===== config.mk =====
export PLATFORM = sky130hd
export DESIGN_NAME = data_poll_ctrl
export DESIGN_NICKNAME = d
export VERILOG_FILES = /design/src/rtl/dpc_pkg.sv /design/src/rtl/dpc_judge.sv /design/src/rtl/dpc_fsm.sv /design/src/rtl/dpc_result.sv /design/src/rtl/data_poll_ctrl.sv
export SDC_FILE = /design/constraint.sdc
export NUM_CORES = 1
export LEC_CHECK = 0
export BUFFER_PORTS_ARGS = -buffer_cell sky130_fd_sc_hd__buf_4
export CAP_MARGIN = 20
export CORE_MARGIN = 3
export CORE_UTILIZATION = 48
export DETAILED_ROUTE_END_ITERATION = 6
export PLACE_DENSITY = 0.84
export RECOVER_POWER = 100
export SLEW_MARGIN = 25
export SYNTH_ARGS = -nofsm -noshare
export SYNTH_HDL_FRONTEND = slang
export SYNTH_SLANG_ARGS = --single-unit
export TNS_END_PERCENT = 30

===== constraint.sdc =====
create_clock -name clk_i -period 2.66 [get_ports clk_i]
set_clock_uncertainty 0.1 [all_clocks]
set_input_delay 0.532 -clock clk_i [delete_from_list [all_inputs] [get_ports clk_i]]
set_output_delay 0.532 -clock clk_i [all_outputs]
set_load 0.01 [all_outputs]

===== src/rtl/dpc_pkg.sv =====
package dpc_pkg;
  typedef enum logic [1:0] {
    ST_IDLE    = 2'd0,
    ST_POLL    = 2'd1,
    ST_RECHECK = 2'd2,
    ST_VERIFY  = 2'd3
  } dpc_state_e;
endpackage


===== src/rtl/dpc_judge.sv =====
module dpc_judge (
  input  logic erase_i,
  input  logic exp_bit_i,
  input  logic poll_bit_i,
  input  logic tmo_bit_i,
  output logic match_o,
  output logic tmo_o
);
  logic want;
  assign want    = erase_i ? 1'b1 : exp_bit_i;
  assign match_o = (poll_bit_i == want);
  assign tmo_o   = tmo_bit_i;
endmodule


===== src/rtl/dpc_fsm.sv =====
module dpc_fsm
  import dpc_pkg::*;
(
  input  logic       clk_i,
  input  logic       rst_ni,
  input  logic       start_i,
  input  logic       ack_i,
  input  logic       match_i,
  input  logic       tmo_i,
  output dpc_state_e state_o,
  output logic       accept_o,
  output logic       req_o,
  output logic       fin_pass_o,
  output logic       fin_fail_o
);
  dpc_state_e state_q, state_d;

  always_comb begin
    state_d    = state_q;
    fin_pass_o = 1'b0;
    fin_fail_o = 1'b0;
    accept_o   = 1'b0;
    unique case (state_q)
      ST_IDLE: if (start_i) begin
        accept_o = 1'b1;
        state_d  = ST_POLL;
      end
      ST_POLL: if (ack_i) begin
        if (match_i)    state_d = ST_VERIFY;
        else if (tmo_i) state_d = ST_RECHECK;
      end
      ST_RECHECK: if (ack_i) begin
        if (match_i) state_d = ST_VERIFY;
        else begin
          state_d    = ST_IDLE;
          fin_fail_o = 1'b1;
        end
      end
      ST_VERIFY: if (ack_i) begin
        state_d    = ST_IDLE;
        fin_pass_o = 1'b1;
      end
      default: state_d = ST_IDLE;
    endcase
  end

  always_ff @(posedge clk_i or negedge rst_ni)
    if (!rst_ni) state_q <= ST_IDLE;
    else         state_q <= state_d;

  assign state_o = state_q;
  assign req_o   = (state_q != ST_IDLE);


  fail_from_recheck_chk: assert property (@(posedge clk_i) disable iff (!rst_ni)
    fin_fail_o |-> (state_q == ST_RECHECK) && !match_i);

  poll_again_chk: assert property (@(posedge clk_i) disable iff (!rst_ni)
    (state_q == ST_POLL && ack_i && !match_i && !tmo_i) |=> state_q == ST_POLL);
endmodule


===== src/rtl/dpc_result.sv =====
module dpc_result #(
  parameter int DW = 8
) (
  input  logic          clk_i,
  input  logic          rst_ni,
  input  logic          fin_pass_i,
  input  logic          fin_fail_i,
  input  logic [DW-1:0] rd_data_i,
  output logic          done_o,
  output logic          pass_o,
  output logic          fail_o,
  output logic [DW-1:0] data_o
);
  always_ff @(posedge clk_i or negedge rst_ni)
    if (!rst_ni) begin
      done_o <= 1'b0;
      pass_o <= 1'b0;
      fail_o <= 1'b0;
      data_o <= '0;
    end else begin
      done_o <= fin_pass_i | fin_fail_i;
      pass_o <= fin_pass_i;
      fail_o <= fin_fail_i;
      if (fin_pass_i) data_o <= rd_data_i;
    end


  done_pulse_chk: assert property (@(posedge clk_i) disable iff (!rst_ni)
    done_o |=> !done_o);

  verdict_excl_chk: assert property (@(posedge clk_i) disable iff (!rst_ni)
    (pass_o | fail_o) |-> done_o && !(pass_o && fail_o));
endmodule


===== src/rtl/data_poll_ctrl.sv =====
module data_poll_ctrl
  import dpc_pkg::*;
#(
  parameter int AW       = 16,
  parameter int DW       = 8,
  parameter int POLL_BIT = 7,
  parameter int TMO_BIT  = 5
) (
  input  logic          clk_i,
  input  logic          rst_ni,
  input  logic          start_i,
  input  logic          erase_i,
  input  logic [AW-1:0] addr_i,
  input  logic [DW-1:0] exp_data_i,
  output logic          rd_req_o,
  output logic [AW-1:0] rd_addr_o,
  input  logic          rd_ack_i,
  input  logic [DW-1:0] rd_data_i,
  output logic          done_o,
  output logic          pass_o,
  output logic          fail_o,
  output logic [DW-1:0] data_o
);
  dpc_state_e state;
  logic accept, match, tmo, fin_pass, fin_fail;
  logic [AW-1:0] addr_q;
  logic exp_q, erase_q;
  logic unused_exp;

  // only the polling bit of the programmed byte is compared
  assign unused_exp = ^exp_data_i;

  always_ff @(posedge clk_i or negedge rst_ni)
    if (!rst_ni) begin
      addr_q  <= '0;
      exp_q   <= 1'b0;
      erase_q <= 1'b0;
    end else if (accept) begin
      addr_q  <= addr_i;
      exp_q   <= exp_data_i[POLL_BIT];
      erase_q <= erase_i;
    end

  dpc_judge u_judge (
    .erase_i   (erase_q),
    .exp_bit_i (exp_q),
    .poll_bit_i(rd_data_i[POLL_BIT]),
    .tmo_bit_i (rd_data_i[TMO_BIT]),
    .match_o   (match),
    .tmo_o     (tmo)
  );

  dpc_fsm u_fsm (
    .clk_i     (clk_i),
    .rst_ni    (rst_ni),
    .start_i   (start_i),
    .ack_i     (rd_ack_i),
    .match_i   (match),
    .tmo_i     (tmo),
    .state_o   (state),
    .accept_o  (accept),
    .req_o     (rd_req_o),
    .fin_pass_o(fin_pass),
    .fin_fail_o(fin_fail)
  );

  dpc_result #(.DW(DW)) u_result (
    .clk_i     (clk_i),
    .rst_ni    (rst_ni),
    .fin_pass_i(fin_pass),
    .fin_fail_i(fin_fail),
    .rd_data_i (rd_data_i),
    .done_o    (done_o),
    .pass_o    (pass_o),
    .fail_o    (fail_o),
    .data_o    (data_o)
  );

  assign rd_addr_o = addr_q;


  addr_hold_chk: assert property (@(posedge clk_i) disable iff (!rst_ni)
    (rd_req_o && $past(rd_req_o)) |-> $stable(rd_addr_o));

  recheck_once_chk: assert property (@(posedge clk_i) disable iff (!rst_ni)
    (state == ST_RECHECK && rd_ack_i) |=> state != ST_RECHECK);

  pass_after_ack_chk: assert property (@(posedge clk_i) disable iff (!rst_ni)
    pass_o |-> $past(rd_ack_i) && $past(state == ST_VERIFY));
endmodule


==> results.tsv, run 1 <==
metric	value	unit
setup_viol	0	
worstMarginPinSlew	1.61	ns
gp_congestion	0.784	
ys_types	22	
switching_power	648	uW
firstDrtPassIters	4	
clk_pin_slew_worst_paths	0.10	ns
min_from	addr_i[1]	
synth-seq-cells	31	
switching_share	34.0	%
slowest_stage	dfrtp_1	
dpl.hpwl	2030	microns
critical_path_arrival	1.24	ns
root_buffer	clkbuf_4	
pwr-share-comb	36.3	%
n_fill_cell	220	
relSlewSlack	-7.20	%
drive_gt1_share	37.9	%
fin_nets	181	
p_clk_share	20.1	%
clkLatencyLatePin	0.33	ns
insertedDiodeCount	0	
fin_crit	1.87	ns
initial_core_util	51.0	%
hold_viol_final	0	
synthesis.area	1290	sq um
ctsResizeCount	0	
p_seq_share	43.6	%
grt_use_total	18.4	%
port_buffers	57	
yosys.area.top_type	dfrtp_1	
synthCells	83	
clockBufferDepth	2	
die_w	57.8	microns
leakage	0.773	nW
drv_slew	32	
grt_first_pass_wirelength	4490	microns
cp-start-kind	flip-flop	
rsz0062_at_grt	no	
cp.required	2.03	ns
ys_seq_area_share	60.3	%
critPathMaxFanout	8	
detail_route.iter0.violations	19	
worstSetupPathType	reg2out	
drc_errors	0	
cts_tree	built	
vias_per_cell	5.16	
cts_hold_buf	0	
wl_per_cell	15.8	microns
tns	0	ns
synth_fp_nets	120	
layout_commonest_cell	dfrtp_1	
syn2layout_area_growth	28.3	%
io_pins	65	
slowest_delay	0.47	ns
drv_cap	1	
p_int	1.26	mW
vias	903	
fmax	534	MHz
numCtsBuffers	5	
antenna_found_initial	0	
cts.sink_count	31	
htreeDepth	2	
rows	18	
ant_nets	0	
yosys.area.top_type_share	60.3	%
ff_latch_area	776	sq um
path_cells	or2_2 > clkbuf_1	
die-area	3340	sq um
violations	max-capacitance violations, max-slew violations	
postCtsSetupBuffers	0	
synth.area.top_cells	dfrtp_1, mux2_2, mux2_4	
overflow	0	
avgSynthCellArea	15.5	sq um
peakVddDrop	0.752	mV
ys_warn_count	0	
grt_max_degree	32	
powerDensity	1160	nW/um^2
multi_input_area	415	sq um
crit-reg2reg-launch	u_fsm.state_o[0]	
crit_start	u_fsm.state_o[0]	
grt_pass1_vias	947	
die_y	57.8	microns
hold_slack	0.319	ns
post-route-period-util	70.4	%
most-common-layout-cells	dfrtp_1, clkbuf_1, buf_4	
core	2520	sq um
status	complete, but fails checks	
hold_class	in2reg	
end_kind	output port	
drt-total-wl	2760	microns
==> cells in the mapped netlist <==
cell	number
dfrtp_1	31
mux2_2	14
mux2_4	10
inv_1	3
a21oi_1	2
a221o_1	2
buf_6	2
mux2_1	2
nand2_1	2
nor2_1	2
nor3_1	2
a21o_1	1
buf_12	1
buf_2	1
nand2b_1	1
nand3_1	1
nand3_2	1
nand3b_1	1
nor3b_2	1
o21ai_1	1
or2_2	1
or3_1	1
==> state kept, by name (all words and copies together), names as in the netlist <==
register / cells
u_result.done_o: 1
rd_addr_o: 16
exp_q: 1
u_result.fail_o: 1
u_result.data_o: 8
erase_q: 1
u_fsm.state_o: 2
u_result.pass_o: 1
==> worst max-delay path, delay by kind of cell (launching register included) <==
| kind | cells | cell delay, ns |
|---|---|---|
| buf+inv | 1 | 0.12 |
| simple gates | 1 | 0.32 |
| flops | 1 | 0.47 |
==> worst paths after layout <==
path                            slack, ns       endpoint  cells past startpoint
worst max-delay path                 0.79       rd_req_o                      2
worst min-delay path                 0.32   rd_addr_o[1]                      2
worst max register to register       0.82  rd_addr_o[15]                      3
worst min register to register       0.39   rd_addr_o[9]                      1
max in group asynchronous            1.04   rd_addr_o[5]                      1
min in group asynchronous            0.49  rd_addr_o[13]                      1
==> kinds of logic (layout without fill, tap and decap cells) <==
| kind of cell | count (synthesis) | in the layout | synth area share [%] |
|---|---|---|---|
| AO/OA/AOI/OAI | 6 | 6 | 3.31 |
| buffers and inverters | 7 | 69 | 4.57 |
| flip-flops | 31 | 31 | 60.3 |
| multiplexers | 26 | 26 | 25.7 |
| AND/OR/NAND/NOR | 13 | 13 | 6.13 |
==> final cells by class <==
class | instances | area share [%]
clock buffer | 6 | 3.11
inverter | 3 | 0.682
sequential | 31 | 47.0
multi-input combinational | 45 | 25.2
clock inverter | 2 | 2.12
timing repair buffer | 58 | 19.6
tap | 30 | 2.27
==> metrics by stage <==
stage	cell area, sq um	util [%]	instances	setup WS [ns]	power, mW
finish	1650	65.4	175	0.787	1.91
global route	1650	65.4	175	0.676	2.03
CTS	1800	71.5	175	0.713	2.18
detailed placement	1720	68.1	167	0.952	1.78
global placement	1720	68.1	167	0.983	1.74
floorplan	1290	-	83	1.16	1.37
==> metal layers <==
metal | GRT usage (%) | wire (microns) | vias up
li1 | - | - | 412
met1 | 20.8 | 1040 | 442
met2 | 31.3 | 1410 | 40
met3 | 6.68 | 235 | 9
met4 | 7.95 | 70 | 0
met5 | 0 | 0 | -
==> power by group through the flow <==
stage / registers, mW / logic (mW) / clock network (mW)
2_1_floorplan: 0.906 / 0.466 / 0
3_3_place_gp: 0.839 / 0.903 / 0
3_5_place_dp: 0.860 / 0.923 / 0
4_1_cts: 0.853 / 0.933 / 0.392
5_1_grt: 0.868 / 0.751 / 0.415
6_report: 0.832 / 0.693 / 0.384
(Power assumes the default switching activity.)
==> run 2, diff against run 1 <==
--- a/config.mk
+++ b/config.mk
@@ -8,9 +8,9 @@
 export BUFFER_PORTS_ARGS = -buffer_cell sky130_fd_sc_hd__buf_4
 export CAP_MARGIN = 20
 export CORE_MARGIN = 3
-export CORE_UTILIZATION = 48
+export CORE_UTILIZATION = 44
 export DETAILED_ROUTE_END_ITERATION = 6
-export PLACE_DENSITY = 0.84
+export PLACE_DENSITY = 0.78
 export RECOVER_POWER = 100
 export SLEW_MARGIN = 25
 export SYNTH_ARGS = -nofsm -noshare
==> constraint.sdc (replaced) <==
create_clock -name clk_i -period 1.9 [get_ports clk_i]
set_clock_uncertainty 0.1 [all_clocks]
set_input_delay 0.38 -clock clk_i [delete_from_list [all_inputs] [get_ports clk_i]]
set_output_delay 0.38 -clock clk_i [all_outputs]
set_load 0.01 [all_outputs]
==> run 2 against run 1 <==
  * The run now ends clean
  * Via count decreased by 2.4%
  * Count of clock-buffer cells in the layout unchanged
  * Die area increased by 8.1%
  * Sequential power increased by 39%
  * Register-to-register slack got worse by 0.59 ns
  * Cell count unchanged
  * Combinational power increased by 39%
  * Sequential cell count unchanged
  * Worst setup slack got worse by 0.60 ns
  * Critical endpoint unchanged
==> results.tsv, run 2 (synthesis gave the netlist of run 1 again) <==
metric	value	unit	change
fmax	585	MHz	
hold-path-endpoint	rd_addr_o[5]		
cp.required	1.42	ns	-0.61 ns
cts.sink_count	31		unchanged
post-route-period-util	90.0	%	
p_clk_share	15.0	%	-5.1 points
core	2640	sq um	+4.5%
io_pins	65		unchanged
hold_depth	2		unchanged
path_cells	or2_2 > clkbuf_1		
setup_ws	0.190	ns	-0.597 ns
fin_crit	1.71	ns	
port_buffers	57		unchanged
tns	0	ns	unchanged
switching_share	34.8	%	+0.84 points
pwr-share-comb	38.6	%	+2.3 points
drv_slew	0		-100%
critPathBufInv	1		unchanged
cp_num_cells	2		unchanged
vias	881		-2.4%
min_from	addr_i[5]		
rows	18		unchanged
status	finished, final reports clean		
leakage	0.767	nW	-0.87%
syn2layout_area_growth	27.0	%	
htreeDepth	2		unchanged
grt_first_pass_wirelength	4330	microns	-3.7%
n_fill_cell	239		+8.6%
grt_use_total	16.9	%	-1.5 points
drc_errors	0		unchanged
dpl.hpwl	2010	microns	-0.80%
switching_power	870	uW	+34%
fin_nets	182		+0.55%
hold_slack	0.167	ns	-0.152 ns
ctsResizeCount	0		unchanged
setup_viol	0		unchanged
finalPower	2.50	mW	+31%
hold_class	in2reg		
powerDensity	1530	nW/um^2	+32%
reg2reg_to	rd_addr_o[13]		
detail_route.iter0.violations	23		+4
wl_per_cell	15.2	microns	-3.4%
slowest_stage	dfrtp_1		
critical_path_arrival	1.23	ns	about the same
insertedDiodeCount	0		unchanged
rrSetupSlack	0.23	ns	-0.59 ns
p_seq_share	46.4	%	+2.8 points
cts_tree	built		
cp-start-kind	flip-flop		
firstDrtPassIters	4		unchanged
cpLargestDelayFamily	flip-flops		
clkLatencyLatePin	0.32	ns	about the same
most-common-layout-cells	dfrtp_1, buf_4, clkbuf_1		
relSlewSlack	49.9	%	+57 points
end_kind	output port		
layout_commonest_cell	dfrtp_1		
pre_cts_slack	0.366	ns	-0.586 ns
die-area	3610	sq um	+8.1%
largest_register_ffs	16		unchanged
numCtsBuffers	5		unchanged
grt_max_degree	32		unchanged
drt-total-wl	2670	microns	-3.4%
vias_per_cell	5.03		-2.4%
rr_worst_depth	3		unchanged
die_y	60.1	microns	+4.0%
cts_hold_buf	1		+1
grt_pass1_vias	890		-6.0%
drive_gt1_share	37.9	%	unchanged
worstMarginPinSlew	0.751	ns	-0.857 ns
critPathMaxFanout	8		unchanged
drv_cap	0		-1
overflow	0		unchanged
postCtsSetupBuffers	0		unchanged
clk_pin_slew_worst_paths	0.09	ns	about the same
gp_congestion	0.686		-12%
die_w	60.1	microns	+4.0%
clockBufferDepth	2		unchanged
slowest_delay	0.46	ns	about the same
hold_viol_final	0		unchanged
antenna_found_initial	0		unchanged
ant_nets	0		unchanged
initial_core_util	48.8	%	-2.2 points
p_int	1.63	mW	+29%
root_buffer	clkbuf_4		
rsz0062_at_grt	no		
crit-reg2reg-launch	u_fsm.state_o[0]		
worstSetupPathType	reg2out		
peakVddDrop	1.09	mV	+45%
-- run 2: cell types whose count changed in the layout (fill, tap and decap cells not counted) --
cell           delta
clkbuf_1          -1
clkbuf_4          +1
dlygate4sd3_1     +1
bufinv_16         -1
-- run 2: how the worst max path moves through the flow --
stage                     startpoint       endpoint  slack (ns)
floorplan           u_fsm.state_o[0]   rd_addr_o[0]        0.43
global placement    u_fsm.state_o[0]   rd_addr_o[3]        0.42
detailed placement  u_fsm.state_o[0]          exp_q        0.37
CTS                 u_fsm.state_o[0]       rd_req_o        0.10
global route        u_fsm.state_o[0]  rd_addr_o[13]         0.1
finish              u_fsm.state_o[0]       rd_req_o        0.19
-- run 2: power groups by stage --
stage	Combinational, mW	Clock, mW	Sequential [mW]
after floorplan	0.652	0	1.27
after global placement	1.28	0	1.17
after detailed placement	1.32	0	1.21
after CTS	1.33	0.396	1.19
after global routing	1.06	0.423	1.21
final	0.965	0.375	1.16
-- run 2: per-stage QoR --
stage / utilization [%] / instance area (sq um) / instances
after floorplan: - / 1290 / 83
after global placement: 65.7 / 1730 / 167
after detailed placement: 65.7 / 1730 / 167
after CTS: 68.2 / 1800 / 175
after global routing: 62.0 / 1630 / 175
final: 62.0 / 1630 / 175
-- run 2: area by class of cell --
| cell class | instances | area, sq um | area share (%) |
|---|---|---|---|
| repair buffers | 59 | 338 | 20.7 |
| clock buffers | 6 | 51.3 | 3.14 |
| flip-flops and latches | 31 | 776 | 47.5 |
| multi-input cells | 45 | 415 | 25.4 |
| inverters | 3 | 11.3 | 0.689 |
| well taps | 30 | 37.5 | 2.30 |
| clock inverters | 1 | 5.00 | 0.306 |
-- run 2: per-layer routing --
| layer | part of all wire (%) | up-vias | GRT usage (%) | routed length, microns |
|---|---|---|---|---|
| met5 | 0 | - | 0 | 0 |
| met4 | 1.0 | 0 | 4.75 | 27 |
| met3 | 12 | 4 | 7.99 | 310 |
| met2 | 50 | 44 | 29.0 | 1340 |
| met1 | 37 | 419 | 18.6 | 986 |
| li1 | - | 414 | - | - |
